## src/rtl/qec_pkg.sv

```systemverilog
package qec_pkg;

   localparam int THR_W  = 8;
   localparam int CTRL_W = 16;

   typedef struct packed {
      logic [THR_W-1:0] thr;
      logic [2:0]       rsvd;
      logic             any_thr;
      logic             edge_det;
      logic             invert;
      logic             kern_en;
      logic             user_en;
   } qec_ctrl_t;

   typedef enum logic {
      SEL_CTRL  = 1'b0,
      SEL_COUNT = 1'b1
   } qec_sel_e;

   function automatic logic priv_permits(qec_ctrl_t c, logic [1:0] lvl);
      return (lvl == 2'd0) ? c.kern_en : c.user_en;
   endfunction

endpackage

```

## src/rtl/qec_qualify.sv

```systemverilog
module qec_qualify
   import qec_pkg::*;
#(
   parameter int EVT_W         = 4,
   parameter bit ANY_THREAD_EN = 1'b1,
   localparam int SUM_W        = EVT_W + 1
) (
   input  qec_ctrl_t        ctrl,
   input  logic [EVT_W-1:0] evt_cnt,
   input  logic [EVT_W-1:0] peer_cnt,
   output logic [SUM_W-1:0] sum,
   output logic             cond,
   output logic             raw_mode
);

   localparam int CMP_W = (SUM_W > THR_W) ? SUM_W : THR_W;

   logic [CMP_W-1:0] sum_x;
   logic [CMP_W-1:0] thr_x;
   logic             base;

   generate
      if (ANY_THREAD_EN) begin : g_pair
         always_comb begin
            if (ctrl.any_thr) sum = {1'b0, evt_cnt} + {1'b0, peer_cnt};
            else              sum = {1'b0, evt_cnt};
         end
      end else begin : g_solo
         assign sum = {1'b0, evt_cnt};
      end
   endgenerate

   assign sum_x = CMP_W'(sum);
   assign thr_x = CMP_W'(ctrl.thr);

   always_comb begin
      if (ctrl.thr == '0) base = (sum != '0);
      else                base = (sum_x >= thr_x);
   end

   assign cond     = base ^ ctrl.invert;
   assign raw_mode = (ctrl.thr == '0) && !ctrl.invert && !ctrl.edge_det;

endmodule

```

## src/rtl/qec_edge.sv

```systemverilog
module qec_edge (
   input  logic clk,
   input  logic rst_n,
   input  logic clr,
   input  logic edge_mode,
   input  logic cond_in,
   output logic fire
);

   logic prev_q;

   always_ff @(posedge clk or negedge rst_n) begin
      if (!rst_n)   prev_q <= 1'b0;
      else if (clr) prev_q <= 1'b0;
      else          prev_q <= cond_in;
   end

   assign fire = edge_mode ? (cond_in && !prev_q) : cond_in;


   edge_once_chk: assert property (@(posedge clk) disable iff (!rst_n)
      (edge_mode && fire && !clr) |=> !(edge_mode && fire));

endmodule

```

## src/rtl/qec_accum.sv

```systemverilog
module qec_accum #(
   parameter int CNT_W = 48,
   parameter int INC_W = 5
) (
   input  logic             clk,
   input  logic             rst_n,
   input  logic [INC_W-1:0] inc,
   input  logic             load,
   input  logic [CNT_W-1:0] load_val,
   input  logic             clr_ovf,
   output logic [CNT_W-1:0] count,
   output logic             ovf
);

   logic [CNT_W:0] nxt;

   assign nxt = {1'b0, count} + (CNT_W+1)'(inc);

   always_ff @(posedge clk or negedge rst_n) begin
      if (!rst_n) begin
         count <= '0;
         ovf   <= 1'b0;
      end else begin
         if (load) count <= load_val;
         else      count <= nxt[CNT_W-1:0];
         if (clr_ovf) ovf <= 1'b0;
         else         ovf <= ovf | nxt[CNT_W];
      end
   end


   ovf_sticky_chk: assert property (@(posedge clk) disable iff (!rst_n)
      (ovf && !clr_ovf) |=> ovf);


   ovf_clear_chk: assert property (@(posedge clk) disable iff (!rst_n)
      clr_ovf |=> !ovf);


   load_value_chk: assert property (@(posedge clk) disable iff (!rst_n)
      load |=> (count == $past(load_val)));

endmodule

```

## src/rtl/qual_evt_counter.sv

```systemverilog
module qual_evt_counter
   import qec_pkg::*;
#(
   parameter int EVT_W         = 4,
   parameter int CNT_W         = 48,
   parameter bit ANY_THREAD_EN = 1'b1
) (
   input  logic             clk,
   input  logic             rst_n,
   input  logic             glb_en,
   input  logic [1:0]       priv_lvl,
   input  logic [EVT_W-1:0] evt_cnt,
   input  logic [EVT_W-1:0] peer_cnt,
   input  logic             wr_en,
   input  logic             wr_sel,
   input  logic [CNT_W-1:0] wr_data,
   output logic [CNT_W-1:0] count,
   output logic             ovf
);

   localparam int SUM_W = EVT_W + 1;

   generate
      if (EVT_W < 1) begin : g_bad_evt
         $error("EVT_W must be at least 1");
      end
      if (CNT_W < CTRL_W || CNT_W < SUM_W + 1) begin : g_bad_cnt
         $error("CNT_W too small for control word or increment");
      end
   endgenerate

   qec_ctrl_t        ctrl_q;
   logic             ctrl_wr;
   logic             cnt_wr;
   logic [SUM_W-1:0] sum;
   logic             cond;
   logic             raw_mode;
   logic             fire;
   logic             gate;
   logic [SUM_W-1:0] inc;

   assign ctrl_wr = wr_en && (wr_sel == SEL_CTRL);
   assign cnt_wr  = wr_en && (wr_sel == SEL_COUNT);

   always_ff @(posedge clk or negedge rst_n) begin
      if (!rst_n)       ctrl_q <= '0;
      else if (ctrl_wr) ctrl_q <= qec_ctrl_t'(wr_data[CTRL_W-1:0]);
   end

   qec_qualify #(
      .EVT_W        (EVT_W),
      .ANY_THREAD_EN(ANY_THREAD_EN)
   ) i_qualify (
      .ctrl    (ctrl_q),
      .evt_cnt (evt_cnt),
      .peer_cnt(peer_cnt),
      .sum     (sum),
      .cond    (cond),
      .raw_mode(raw_mode)
   );

   qec_edge i_edge (
      .clk      (clk),
      .rst_n    (rst_n),
      .clr      (ctrl_wr),
      .edge_mode(ctrl_q.edge_det),
      .cond_in  (cond),
      .fire     (fire)
   );

   assign gate = glb_en && !wr_en && priv_permits(ctrl_q, priv_lvl);

   always_comb begin
      if (!gate)         inc = '0;
      else if (raw_mode) inc = sum;
      else               inc = SUM_W'(fire);
   end

   qec_accum #(
      .CNT_W(CNT_W),
      .INC_W(SUM_W)
   ) i_accum (
      .clk     (clk),
      .rst_n   (rst_n),
      .inc     (inc),
      .load    (cnt_wr),
      .load_val(wr_data),
      .clr_ovf (wr_en),
      .count   (count),
      .ovf     (ovf)
   );


   priv_hold_chk: assert property (@(posedge clk) disable iff (!rst_n)
      (!wr_en && !priv_permits(ctrl_q, priv_lvl)) |=> $stable(count));


   glb_hold_chk: assert property (@(posedge clk) disable iff (!rst_n)
      (!wr_en && !glb_en) |=> $stable(count));


   ctrl_write_hold_chk: assert property (@(posedge clk) disable iff (!rst_n)
      ctrl_wr |=> $stable(count));


   thr_step_chk: assert property (@(posedge clk) disable iff (!rst_n)
      (!wr_en && ctrl_q.thr != '0) |=> ((count - $past(count)) <= CNT_W'(1)));

endmodule

```

## config.mk

```make
export PLATFORM = sky130hd
export DESIGN_NAME = qual_evt_counter
export DESIGN_NICKNAME = d
export VERILOG_FILES = /design/src/rtl/qec_pkg.sv /design/src/rtl/qec_qualify.sv /design/src/rtl/qec_edge.sv /design/src/rtl/qec_accum.sv /design/src/rtl/qual_evt_counter.sv
export SDC_FILE = /design/constraint.sdc
export NUM_CORES = 1
export LEC_CHECK = 0
export BUFFER_PORTS_ARGS = -buffer_cell sky130_fd_sc_hd__buf_4
export CELL_PAD_IN_SITES_DETAIL_PLACEMENT = 1
export CELL_PAD_IN_SITES_GLOBAL_PLACEMENT = 2
export CORE_MARGIN = 10
export CORE_UTILIZATION = 33
export CTS_BUF_LIST = sky130_fd_sc_hd__clkbuf_4 sky130_fd_sc_hd__clkbuf_8
export DETAILED_ROUTE_END_ITERATION = 16
export PLACE_DENSITY_LB_ADDON = 0.1
export SETUP_SLACK_MARGIN = 0.4
export SLEW_MARGIN = 5
export SYNTH_ARGS = -nofsm -noshare
export SYNTH_HDL_FRONTEND = slang
export SYNTH_HIERARCHICAL = 1
export SYNTH_SLANG_ARGS = --single-unit
```

## constraint.sdc

```tcl
create_clock -name clk -period 5.96 [get_ports clk]
set_input_delay 0.298 -clock clk [delete_from_list [all_inputs] [get_ports clk]]
set_output_delay 0.298 -clock clk [all_outputs]
set_load 0.01 [all_outputs]
```

==> results.txt, run 1 <==
The global routing usage on met2 came out at 0.248. Headroom to the max-slew limit came out at 0.433. The worst register-to-register path ends at i_accum/count[46]. Internal power comes to 0.000886 W.

The detail route stage leaves a number of antenna-violating nets equal to 0. The first global-routing pass estimated 21.4 mm of wire. The floorplan die area came out at 17000 sq um. The post-layout minimum cycle time is 5.05 ns. STA classifies the critical path endpoint as a flop. The leakage power is 2.17 nW. Derived from the worst setup path, the maximum achievable clock frequency is 198 MHz. Relative to the synthesized area, the layout overhead comes to 28.5%. Setup repair after global routing left no endpoint under its margin. The sequential cell area is 1580 sq um. The utilization after layout is 0.432. The slowest stage of the critical path belongs to the cell sky130_fd_sc_hd__o21a_1. The boundary pin count came out at 112. The run finished with clean final reports. The number of buffers inserted by port buffering came out at 111. The average wire length per cell after detail routing is 19.6 um. Of all nets on the critical path, the largest fanout is 20. The total of max-cap violations came out at 0. The number of setup violations in the final report came out at 0. The met3 usage is 0.0552. The required time of the critical path came out at 6.24 ns. The cell count after synthesis came out at 431. The routability congestion estimate from global placement came out at 0.843. The register-to-register setup slack came out at 0.91 ns. The insertion delay of the later-clocked pin in the worst-skew pair is 0.37 ns. The startpoint type of the worst setup path is a flop. Of the total power, combinational logic draws 0.239. The count of fill cells added during filler insertion is 1408. The number of antenna violations at the first check in global routing is 0.

The number of buffers inserted by hold repair at cts came out at 0. The detailed-route via count is 3649. The number of post-CTS setup repair buffers came out at 0. The pre-CTS setup slack is 0.593 ns. TritonCTS created 9 clock buffers. The core region area came out at 12000 sq um.

The net count reported at finish came out at 611. The multi-input logic area came out at 2280 sq um. The pin slew with the least headroom to its limit is 0.850 ns. The endpoint arrival time on the critical path is 5.33 ns. After detailed placement, the design holds a cell count of 668. Across every metal layer, demand over resource in global routing totals 0.160. met2 is the most crowded layer.

The number of standard-cell rows in the floorplan is 40. The number of DRC markers in iteration 0 is 113. In this run the mean area of a mapped cell was 9.34 sq um. The number of hold violations in the final report came out at 0. The delay contributed by the slowest stage of the critical path is 0.71 ns.

The ratio of final minimum period to clock period came out at 0.847. The startpoint identified for the worst register-to-register timing path is ctrl_q[4]. The total congestion overflow came out at 0. The synthesized netlist occupies a cell area of 4020 sq um. The first-pass iteration count of the detailed router is 4. The proportion of total power due to net switching came out at 0.323.

In this run the number of H-tree levels came out at 3. After clock tree synthesis, the clock-pin slew on the worst setup and hold paths is 0.08 ns. Excluding fillers, the count of instances in the completed layout stands at 684.

The number of nets in the synthesized netlist is 510. The worst reg2reg path depth is 17. The number of sinks driven by the clock tree came out at 63.

The type of the tightest min-delay check is primary input to async pin. The accumulated negative setup slack is 0 ns. The worst-case vdd ir drop came out at 0.0000995 V. The slack of the critical path is 0.909 ns. The count of synthesis-stage warnings from yosys is 6. Clock tree synthesis selected as its root buffer the cell sky130_fd_sc_hd__clkbuf_8. The via count of the first global-routing pass is 3826. The height of the die is 130 um. The maximum number of pins on one net before global-route repair came out at 76. Traced cell by cell, the critical path runs through mux2i_1 -> ha_1 -> nand2b_1 -> a2111o_1 -> a311o_1 -> o211ai_2 -> xnor2_1 -> a21boi_2 -> mux2i_1 -> a2111oi_2 -> ha_1 -> fa_1 -> a211oi_1 -> o21a_1 -> nor2_1 -> a31o_2 -> a31oi_1. The total count of max-transition violations in the final report came to 0. The die boundary width came out at 130 um.

The met1 usage in global routing is 0.209. In the final layout, the share of cells above drive strength 1 is 0.302. The net load switching power is 0.000422 W. The setup path with the least slack is of type flop to flop. TritonCTS built the clock tree. After detailed routing, the number of remaining DRC violations is 0.

The number of antenna diodes in the final layout is 0. The share of total power dissipated in sequential elements is 0.433. Of the total power, the clock network draws 0.327. The total power divided by cell area came out at 253 nW/um^2.

Using the TritonRoute via totals, the vias-per-cell ratio works out to 5.33. For this configuration, the core starts out at a cell density of 0.336. The setup skew after layout is 0.0159 ns. The HPWL after detailed placement is 9.91 mm. The post-cts resize count came out at 0. The aggregate routed wire length is 13.4 mm.

The maximum clock insertion buffer count is 2.
==> worst max-delay path, delay by kind of cell, from the launching register on <==
family	cells	cell delay, ns
mux	2	0.49
compound gates	9	2.46
simple gates	2	0.38
xor+xnor	1	0.09
fa+ha+maj	3	0.94
flops	1	0.59
==> routing by layer <==
layer | vias to the layer above | part of all wire
li1 | 1777 | -
met1 | 1789 | 0.47
met2 | 74 | 0.46
met3 | 9 | 0.065
met4 | 0 | 0.0083
met5 | - | 0
==> how the worst max path moves through the flow <==
| stage | startpoint | to | slack [ns] |
|---|---|---|---|
| 3_3_place_gp | evt_cnt[0] | i_accum/count[34] | 0.78 |
| 3_5_place_dp | evt_cnt[0] | i_accum/count[30] | 0.59 |
| 6_report | ctrl_q[4] | i_accum/count[46] | 0.91 |
| 5_1_grt | ctrl_q[4] | i_accum/count[30] | 0.64 |
| 2_1_floorplan | evt_cnt[0] | i_accum/count[34] | 1.34 |
| 4_1_cts | ctrl_q[4] | i_accum/count[30] | 0.88 |
==> registers in the layout, summed over array words and instances (netlist names) <==
| name | flops |
|---|---|
| i_edge/prev_q | 1 |
| i_accum/ovf | 1 |
| i_accum/count | 48 |
| ctrl_q | 13 |
==> power groups by stage <==
| stage | Combinational [W] | Sequential (W) | Clock (W) |
|---|---|---|---|
| final | 0.000313 | 0.000567 | 0.000428 |
| after global routing | 0.000348 | 0.000580 | 0.000463 |
| after CTS | 0.000319 | 0.000568 | 0.000439 |
| after detailed placement | 0.000317 | 0.000575 | 0 |
| after global placement | 0.000309 | 0.000572 | 0 |
| after floorplan | 0.000151 | 0.000568 | 0 |
==> through the flow <==
stage               hold slack, ns  instance area [sq um]  power (W)
global placement             0.464                   4950   0.000881
CTS                         0.0586                   5170    0.00133
finish                      0.0270                   5170    0.00131
global route                0.0882                   5170    0.00139
floorplan                  0.00241                   4020   0.000718
detailed placement           0.461                   4950   0.000892
==> area by class of cell <==
class,instances,area share
clock buffer,9,0.0240
clock inverter,7,0.0189
inverter,15,0.0109
multi-input combinational,330,0.442
sequential,63,0.305
tap,147,0.0356
timing repair buffer,113,0.164
==> cells in the final DEF, fill, tap and decap left out, types with 3 or more instances in the layout <==
cell / instances
sky130_fd_sc_hd__nor2_1: 17
sky130_fd_sc_hd__a21oi_1: 7
sky130_fd_sc_hd__dfrtp_1: 63
sky130_fd_sc_hd__or3_1: 7
sky130_fd_sc_hd__or4_1: 4
sky130_fd_sc_hd__nand4b_1: 5
sky130_fd_sc_hd__a31oi_1: 8
sky130_fd_sc_hd__o21ai_0: 45
sky130_fd_sc_hd__o211ai_1: 4
sky130_fd_sc_hd__nand2_1: 51
sky130_fd_sc_hd__and3_1: 7
sky130_fd_sc_hd__mux2_2: 18
sky130_fd_sc_hd__buf_4: 113
sky130_fd_sc_hd__a2111oi_1: 3
sky130_fd_sc_hd__nand3_1: 14
sky130_fd_sc_hd__clkbuf_8: 9
sky130_fd_sc_hd__nand4_1: 20
sky130_fd_sc_hd__and4_1: 6
sky130_fd_sc_hd__nor2b_1: 4
sky130_fd_sc_hd__inv_1: 15
sky130_fd_sc_hd__xor2_1: 15
sky130_fd_sc_hd__xnor2_1: 23
sky130_fd_sc_hd__nor3_1: 8
sky130_fd_sc_hd__nor4_1: 14
sky130_fd_sc_hd__ha_1: 14
Power figures use the tool's default switching activity.
==> inputs of run 2 (changes only) <==
--- a/config.mk
+++ b/config.mk
@@ -5,11 +5,12 @@
 export SDC_FILE = /design/constraint.sdc
 export NUM_CORES = 1
 export LEC_CHECK = 0
+export ABC_AREA = 1
 export BUFFER_PORTS_ARGS = -buffer_cell sky130_fd_sc_hd__buf_4
 export CELL_PAD_IN_SITES_DETAIL_PLACEMENT = 1
 export CELL_PAD_IN_SITES_GLOBAL_PLACEMENT = 2
 export CORE_MARGIN = 10
-export CORE_UTILIZATION = 33
+export CORE_UTILIZATION = 29
 export CTS_BUF_LIST = sky130_fd_sc_hd__clkbuf_4 sky130_fd_sc_hd__clkbuf_8
 export DETAILED_ROUTE_END_ITERATION = 16
 export PLACE_DENSITY_LB_ADDON = 0.1
==> constraint.sdc (replaced) <==
create_clock -name clk -period 5 [get_ports clk]
set_input_delay 0.25 -clock clk [delete_from_list [all_inputs] [get_ports clk]]
set_output_delay 0.25 -clock clk [all_outputs]
set_load 0.01 [all_outputs]
==> run 2 against run 1 <==
The run now ends with hold timing left. Global-route usage is 2.0 points higher. Fmax is 25% higher. Clock skew is 0.0054 ns lower. Critical path type unchanged. Largest cell class unchanged.
==> results.txt, run 2 <==
TritonCTS built the clock tree. The worst setup path is captured at a flop. The slack of the critical path came out at 0.944 ns (+0.0347 ns). The total power divided by cell area came out at 258 nW/um^2 (+2.0%). The area of the mapped netlist is 4730 sq um (+18%). The count of non-filler cells in the finished layout came out at 1079 (+58%). The number of H-tree branching levels came out at 3 (unchanged).

The ratio of final minimum period to clock period came to 0.811 (-0.0362). The post-synthesis instance total came out at 749 (+74%). The number of vias per cell after detailed routing came out at 4.76 (-11%). The maximum clock insertion buffer count is 2 (unchanged). The number of setup violations in the final report is 0 (unchanged). Counting flops per register, the top entry is i_accum/count.

The placed instance area came to 5740 sq um (+16%). The run finished, with violations left. The headroom to the max-slew limit is 0.412 (-0.0209). The number of sinks driven by the clock tree is 63 (unchanged). The net count reported at finish came out at 937 (+53%).

The met1 usage in global routing came out at 0.261 (+0.0523). The total congestion overflow is 0 (unchanged). In this run the worst hold path is classified as primary input to async pin. The count of synthesis-stage warnings from yosys came to 6 (unchanged). After global routing, the most crowded layer is met2. The core region area was 15900 sq um (+33%).

The height of the die came to 148 um (+13%). The met3 usage was 0.0357 (-0.0195). The pre-CTS setup slack is 0.495 ns (-0.0979 ns). The number of standard-cell rows in the floorplan is 46 (+15%). The floorplan die area came out at 21800 sq um (+28%). The leakage power is 2.98 nW (+37%). The library cells used most frequently in the layout, excluding fill and tap cells, are sky130_fd_sc_hd__nand2_1 (333), sky130_fd_sc_hd__buf_4 (112), sky130_fd_sc_hd__nor2_1 (96). The fmax came out at 247 MHz (+25%). The required time of the critical path came to 5.31 ns (-0.93 ns).

The global-route usage over all layers came to 0.180 (+0.0197). The final reports fail on hold timing. The routability congestion estimate from global placement is 0.900 (+6.8%).

The cell that appears most often on the critical path is sky130_fd_sc_hd__nand2_1. The number of nets with antenna violations after detailed routing is 0 (unchanged). The number of buffers inserted by port buffering is 111 (unchanged). The via count of the first global-routing pass is 5316 (+39%). The library cell used most frequently in the layout, excluding fill and tap cells, is sky130_fd_sc_hd__nand2_1. The delay contributed by the slowest stage of the critical path was 0.48 ns (-0.23 ns). The worst setup path is launched from a flop. The number of buffers created by CTS came out at 9 (unchanged). The largest registers in the layout are i_accum/count (48), ctrl_q (13). The die boundary width came out at 148 um (+13%). The number of nets in the synthesized netlist came out at 828 (+62%). The setup skew after layout is 0.0105 ns (-0.00543 ns). The number of DRC markers in iteration 0 is 218 (+93%). The number of DRC violations after detailed routing is 0 (unchanged).

The endpoint arrival time on the critical path is 4.37 ns (-0.96 ns). The post-layout minimum cycle time is 4.06 ns (-0.995 ns). The flip-flop count of the largest register after layout is 48 (unchanged). The number of buffers inserted by hold repair at cts came out at 0 (unchanged). The critical path is of the flop to flop type. Setup repair after global routing left no endpoint under its margin. The aggregate routed wire length is 19.6 mm (+46%).

The effective utilization at floorplan came out at 0.297 (-0.0397). The first-pass iteration count of the detailed router came out at 4 (unchanged). The boundary pin count is 112 (unchanged).

The pin slew with the least headroom to its limit was 0.882 ns (+0.0313 ns). The total inserted antenna cells is 0 (unchanged). The hold slack is -0.00497 ns (-0.0319 ns). The post-route cell area is 5940 sq um (+15%). The number of hold violations in the final report came out at 8 (+8). The total count of max-transition violations in the final report came out at 0 (unchanged). The global routing usage on met2 came out at 0.261 (+0.0132).

The maximum number of pins on one net before global-route repair was 64 (-16%). The clock transition at the register clock pins on the worst setup and hold paths after CTS is 0.08 ns (about the same). The average cell area after synthesis came out at 6.32 sq um (-32%).

The average wire length per cell after detail routing is 18.2 um (-7.2%). The insertion delay of the later-clocked pin in the worst-skew pair is 0.38 ns (about the same). The share of post-route cells with drive strength above 1 came out at 0.198 (-0.104).

The total of max-cap violations came out at 0 (unchanged). The number of antenna violations at the first check in global routing came out at 0 (unchanged). The accumulated negative setup slack is 0 ns (unchanged). The detailed-route via count is 5140 (+41%).

The worst-case vdd ir drop came out at 0.000108 V (+8.7%). The number of placed instances, taps included came out at 1063 (+59%). The slowest stage of the critical path is the sky130_fd_sc_hd__dfrtp_1 cell. The first-pass GRT wire length came out at 30.7 mm (+43%).

The detailed-placement wirelength estimate was 16.0 mm (+62%). The worst-path maximum fanout was 12 (-40%). The tree is rooted in a sky130_fd_sc_hd__clkbuf_8. The area growth from synthesis to layout is 25.5%.
## run 2: cell types whose count changed in the layout (fill, tap and decap cells not counted), moves of 14 or more
cell                      change
sky130_fd_sc_hd__nand2_2     +15
sky130_fd_sc_hd__o21ai_0     -32
sky130_fd_sc_hd__nand3_1     +39
sky130_fd_sc_hd__nor4_1      -14
sky130_fd_sc_hd__mux2_2      -18
sky130_fd_sc_hd__nor2_1      +79
sky130_fd_sc_hd__inv_1       +49
sky130_fd_sc_hd__nand2_1    +282
sky130_fd_sc_hd__xnor2_1     -21
## run 2: metal layers
layer,vias to the layer above,wire (um)
met1,2457,10200
li1,2560,-
met5,-,0
met3,16,970
met4,0,225
met2,107,8180
## run 2: worst paths after layout
kind / start / slack, ns / cells after the start / endpoint
hold / removal: rst_n / -0.005 / 1 / i_accum/count[3]
max in group asynchronous: rst_n / 4.44 / 1 / i_accum/count[46]
setup reg to reg: ctrl_q[4] / 0.94 / 28 / i_accum/ovf
setup / recovery: ctrl_q[4] / 0.94 / 28 / i_accum/ovf
min in group clk: wr_en / 0.05 / 2 / i_accum/ovf
hold reg to reg: ctrl_q[15] / 0.49 / 2 / ctrl_q[15]
## run 2: timing repair
action	in CTS	in global routing
endpoints found under the setup margin	0	1
gates resized for setup	0	1
setup buffers	0	0
## run 2: area by class of cell
class / count / area [sq um]
clock buffer: 10 / 138
clock inverter: 6 / 46.3
fill: 2106 / 10000
inverter: 70 / 269
multi-input combinational: 602 / 2800
sequential: 63 / 1580
tap: 216 / 270
timing repair buffer: 112 / 841
## run 2: stage by stage
stage / hold slack [ns] / power (W) / util
floorplan: -0.0456 / 0.000880 / -
global placement: 0.426 / 0.00111 / 0.360
detailed placement: 0.431 / 0.00112 / 0.360
CTS: 0.0154 / 0.00156 / 0.372
global route: 0.0543 / 0.00164 / 0.372
finish: -0.00497 / 0.00153 / 0.372
## run 2: worst max-delay path, delay by kind of cell (launching register included)
family	cells	cell delay, ns
adder cells (fa/ha/maj)	3	0.80
AND/OR/NAND/NOR	18	1.82
AO/OA/AOI/OAI	4	0.72
buffers and inverters	3	0.17
flip-flops	1	0.48
## run 2: power by group
part	internal [W]	switching (W)	leakage [nW]	total, W
sequential	0.000574	0.0000963	0.775	0.000671
clock	0.000195	0.000239	0.0885	0.000434
combinational	0.000186	0.000242	2.12	0.000429
==> inputs of run 3 (changes only) <==
==> constraint.sdc (replaced) <==
create_clock -name clk -period 4.13 [get_ports clk]
set_input_delay 0.2065 -clock clk [delete_from_list [all_inputs] [get_ports clk]]
set_output_delay 0.2065 -clock clk [all_outputs]
set_load 0.01 [all_outputs]
==> run 3 against run 2 <==
The flow now finishes without violations. Hold slack better by 0.032 ns. Worst setup slack got worse by 0.48 ns. Wire length increased by 2.5%. Utilization increased by 3.8 points. Flip-flop and latch count unchanged. Clock power grew 47%. Highest routed layer unchanged. Largest power group unchanged.
==> results.txt, run 3 (same netlist as run 2, synthesis figures left out) <==
The run finished with clean final reports. The required time of the critical path is 4.44 ns (-0.87 ns). The share of post-route cells with drive strength above 1 came out at 0.272 (+0.0736). The boundary pin count came out at 112 (unchanged). The maximum clock insertion buffer count came to 2 (unchanged). The total power divided by cell area came out at 313 nW/um^2 (+21%). The setup skew after layout was 0.0122 ns (+0.00167 ns). The number of H-tree branching levels is 3 (unchanged).

The number of hold violations in the final report came to 0 (-8). The number of buffers inserted by port buffering came out at 111 (unchanged). The pin slew with the least headroom to its limit came out at 0.906 ns (+0.0246 ns). The total congestion overflow is 0 (unchanged). The area growth from synthesis to layout came out at 38.1%. The maximum number of pins on one net before global-route repair came out at 64 (unchanged). The buffer and inverter count on the worst path is 4 (+1). The endpoint arrival time on the critical path is 3.97 ns (-0.40 ns).

The total of max-cap violations came out at 0 (unchanged). The floorplan die area is 21800 sq um (unchanged). The min-delay analysis places its worst path in the category primary input to flop. The first-pass iteration count of the detailed router is 4 (unchanged). The number of DRC violations after detailed routing came out at 0 (unchanged). The pre-CTS setup slack was -0.249 ns (-0.744 ns). The worst-path maximum fanout is 5 (-7). The post-layout minimum cycle time came out at 3.67 ns (-0.388 ns).

The delay contributed by the slowest stage of the critical path was 0.47 ns (about the same). Setup repair after global routing could not meet its margin everywhere. The slack of the critical path is 0.462 ns (-0.482 ns). The multi-input logic area is 3110 sq um (+11%). The number of sinks driven by the clock tree is 63 (unchanged). The count of fill cells added during filler insertion is 2079 (-1.3%). The aggregate routed wire length was 20.1 mm (+2.5%). The net count reported at finish came out at 961 (+2.6%).

The worst-case vdd ir drop is 0.000127 V (+17%). The die boundary width came out at 148 um (unchanged). Grouping stages by cell kind, the critical path spends the most delay in simple AND/OR/NAND/NOR gates. The top cell types in the final layout, fill and taps aside, are sky130_fd_sc_hd__nand2_1 (316), sky130_fd_sc_hd__buf_4 (125), sky130_fd_sc_hd__nor2_1 (94).

The type of the worst setup path is flop to flop. The core region area is 15900 sq um (unchanged). The flip-flop count of the largest register after layout is 48 (unchanged). The number of DRC markers in iteration 0 is 208 (-4.6%).

The worst setup path is captured at a flop. The total inserted antenna cells is 0 (unchanged). The total count of max-transition violations in the final report is 0 (unchanged). The routability congestion estimate from global placement came out at 0.861 (-4.3%). The insertion delay of the later-clocked pin in the worst-skew pair is 0.37 ns (about the same). The detailed-placement wirelength estimate came out at 15.6 mm (-2.3%). The number of nets with antenna violations after detailed routing is 0 (unchanged). The global-route usage over all layers is 0.181 (+0.00127). The number of setup violations in the final report was 0 (unchanged). The number of standard-cell rows in the floorplan is 46 (unchanged). The clock transition at the register clock pins on the worst setup and hold paths after CTS is 0.08 ns (about the same).

The detailed-route via count came out at 5343 (+3.9%). The first-pass GRT wire length came out at 31.1 mm (+1.5%). The leakage power is 3.24 nW (+8.9%). The library cell used most frequently in the layout, excluding fill and tap cells, is sky130_fd_sc_hd__nand2_1. The via count of the first global-routing pass is 5476 (+3.0%). The ratio of final minimum period to clock period came out at 0.888 (+0.0770).

The headroom to the max-slew limit came to 0.396 (-0.0164). The number of vias per cell after detailed routing came to 4.84 (+1.7%). The sequential cell area was 1580 sq um (about the same). The effective utilization at floorplan came out at 0.297 (unchanged). The hold slack is 0.0274 ns (+0.0324 ns).

The number of buffers created by CTS is 9 (unchanged). CTS placed an instance of sky130_fd_sc_hd__clkbuf_8 at the clock tree root. TritonCTS built the clock tree.

The fmax came to 273 MHz (+11%). The largest registers in the layout are i_accum/count (48), ctrl_q (13). Ranked by flip-flop count, first place goes to i_accum/count.

The average wire length per cell after detail routing came out at 18.2 um (+0.32%). The worst setup path is launched from a flop. The slowest stage of the critical path belongs to the cell sky130_fd_sc_hd__dfrtp_2. The number of antenna violations at the first check in global routing came to 0 (unchanged). The height of the die was 148 um (unchanged).
run 3: changes by cell type in the layout (fill, tap and decap cells not counted), moves of 4 or more:
cell / previous run / this run
sky130_fd_sc_hd__nand3_1: 53 / 41
sky130_fd_sc_hd__nand3_2: 0 / 10
sky130_fd_sc_hd__ha_1: 14 / 8
sky130_fd_sc_hd__buf_6: 0 / 6
sky130_fd_sc_hd__ha_4: 0 / 4
sky130_fd_sc_hd__nand2_4: 1 / 13
sky130_fd_sc_hd__nand2_2: 15 / 19
sky130_fd_sc_hd__nand2_1: 333 / 316
sky130_fd_sc_hd__buf_4: 112 / 125
run 3: per-layer routing:
| layer | global-route usage | share of wire |
|---|---|---|
| met1 | 0.264 | 0.51 |
| met2 | 0.264 | 0.43 |
| met3 | 0.0351 | 0.052 |
| met4 | 0.0496 | 0.013 |
| met5 | 0 | 0 |
run 3: worst paths after layout:
path | start | slack (ns) | cells past startpoint | to
worst max-delay path | ctrl_q[4] | 0.46 | 29 | i_accum/ovf
worst min-delay path | wr_data[29] | 0.03 | 3 | i_accum/count[29]
worst max register to register | ctrl_q[4] | 0.46 | 29 | i_accum/ovf
worst min register to register | ctrl_q[15] | 0.49 | 2 | ctrl_q[15]
max in group asynchronous | rst_n | 3.01 | 2 | ctrl_q[4]
min in group asynchronous | rst_n | 0.48 | 2 | i_accum/count[2]
run 3: worst min-delay path, stage by stage:
cell and delay [ns]:
sky130_fd_sc_hd__buf_4 0.08, sky130_fd_sc_hd__nand2_1 0.04, sky130_fd_sc_hd__nand2_1 0.04
run 3: timing repair:
action	4_1_cts	5_1_grt
pin swaps	1	38
buffers inserted	5	10
endpoints found under the setup margin	28	43
endpoints found under the hold margin	40	0
resized for setup	8	75
hold buffers	2	0
gates cloned	0	0
run 3: final cells by class:
type	count	area share
clock inverters	7	0.0149
repair buffers	136	0.166
flip-flops and latches	63	0.241
multi-input cells	602	0.475
well taps	216	0.0414
clock buffers	9	0.0190
inverters	70	0.0419
run 3: report_power, final:
| part | total, W | leakage (nW) | switching, W | internal (W) |
|---|---|---|---|---|
| clock network | 0.000638 | 0.105 | 0.000298 | 0.000341 |
| registers | 0.000815 | 0.774 | 0.000119 | 0.000695 |
| logic | 0.000590 | 2.37 | 0.000325 | 0.000265 |
| total | 0.00204 | 3.24 | 0.000742 | 0.00130 |
run 3: per-stage QoR:
stage	util	instances	TNS [ns]	instance area (sq um)	power, W
final	0.410	1103	0	6540	0.00204
after global routing	0.410	1103	0	6540	0.00217
after CTS	0.384	1093	0	6120	0.00201
after detailed placement	0.364	1070	-0.850	5800	0.00135
after global placement	0.364	1070	-0.0635	5800	0.00134
after floorplan	-	749	0	4730	0.00107
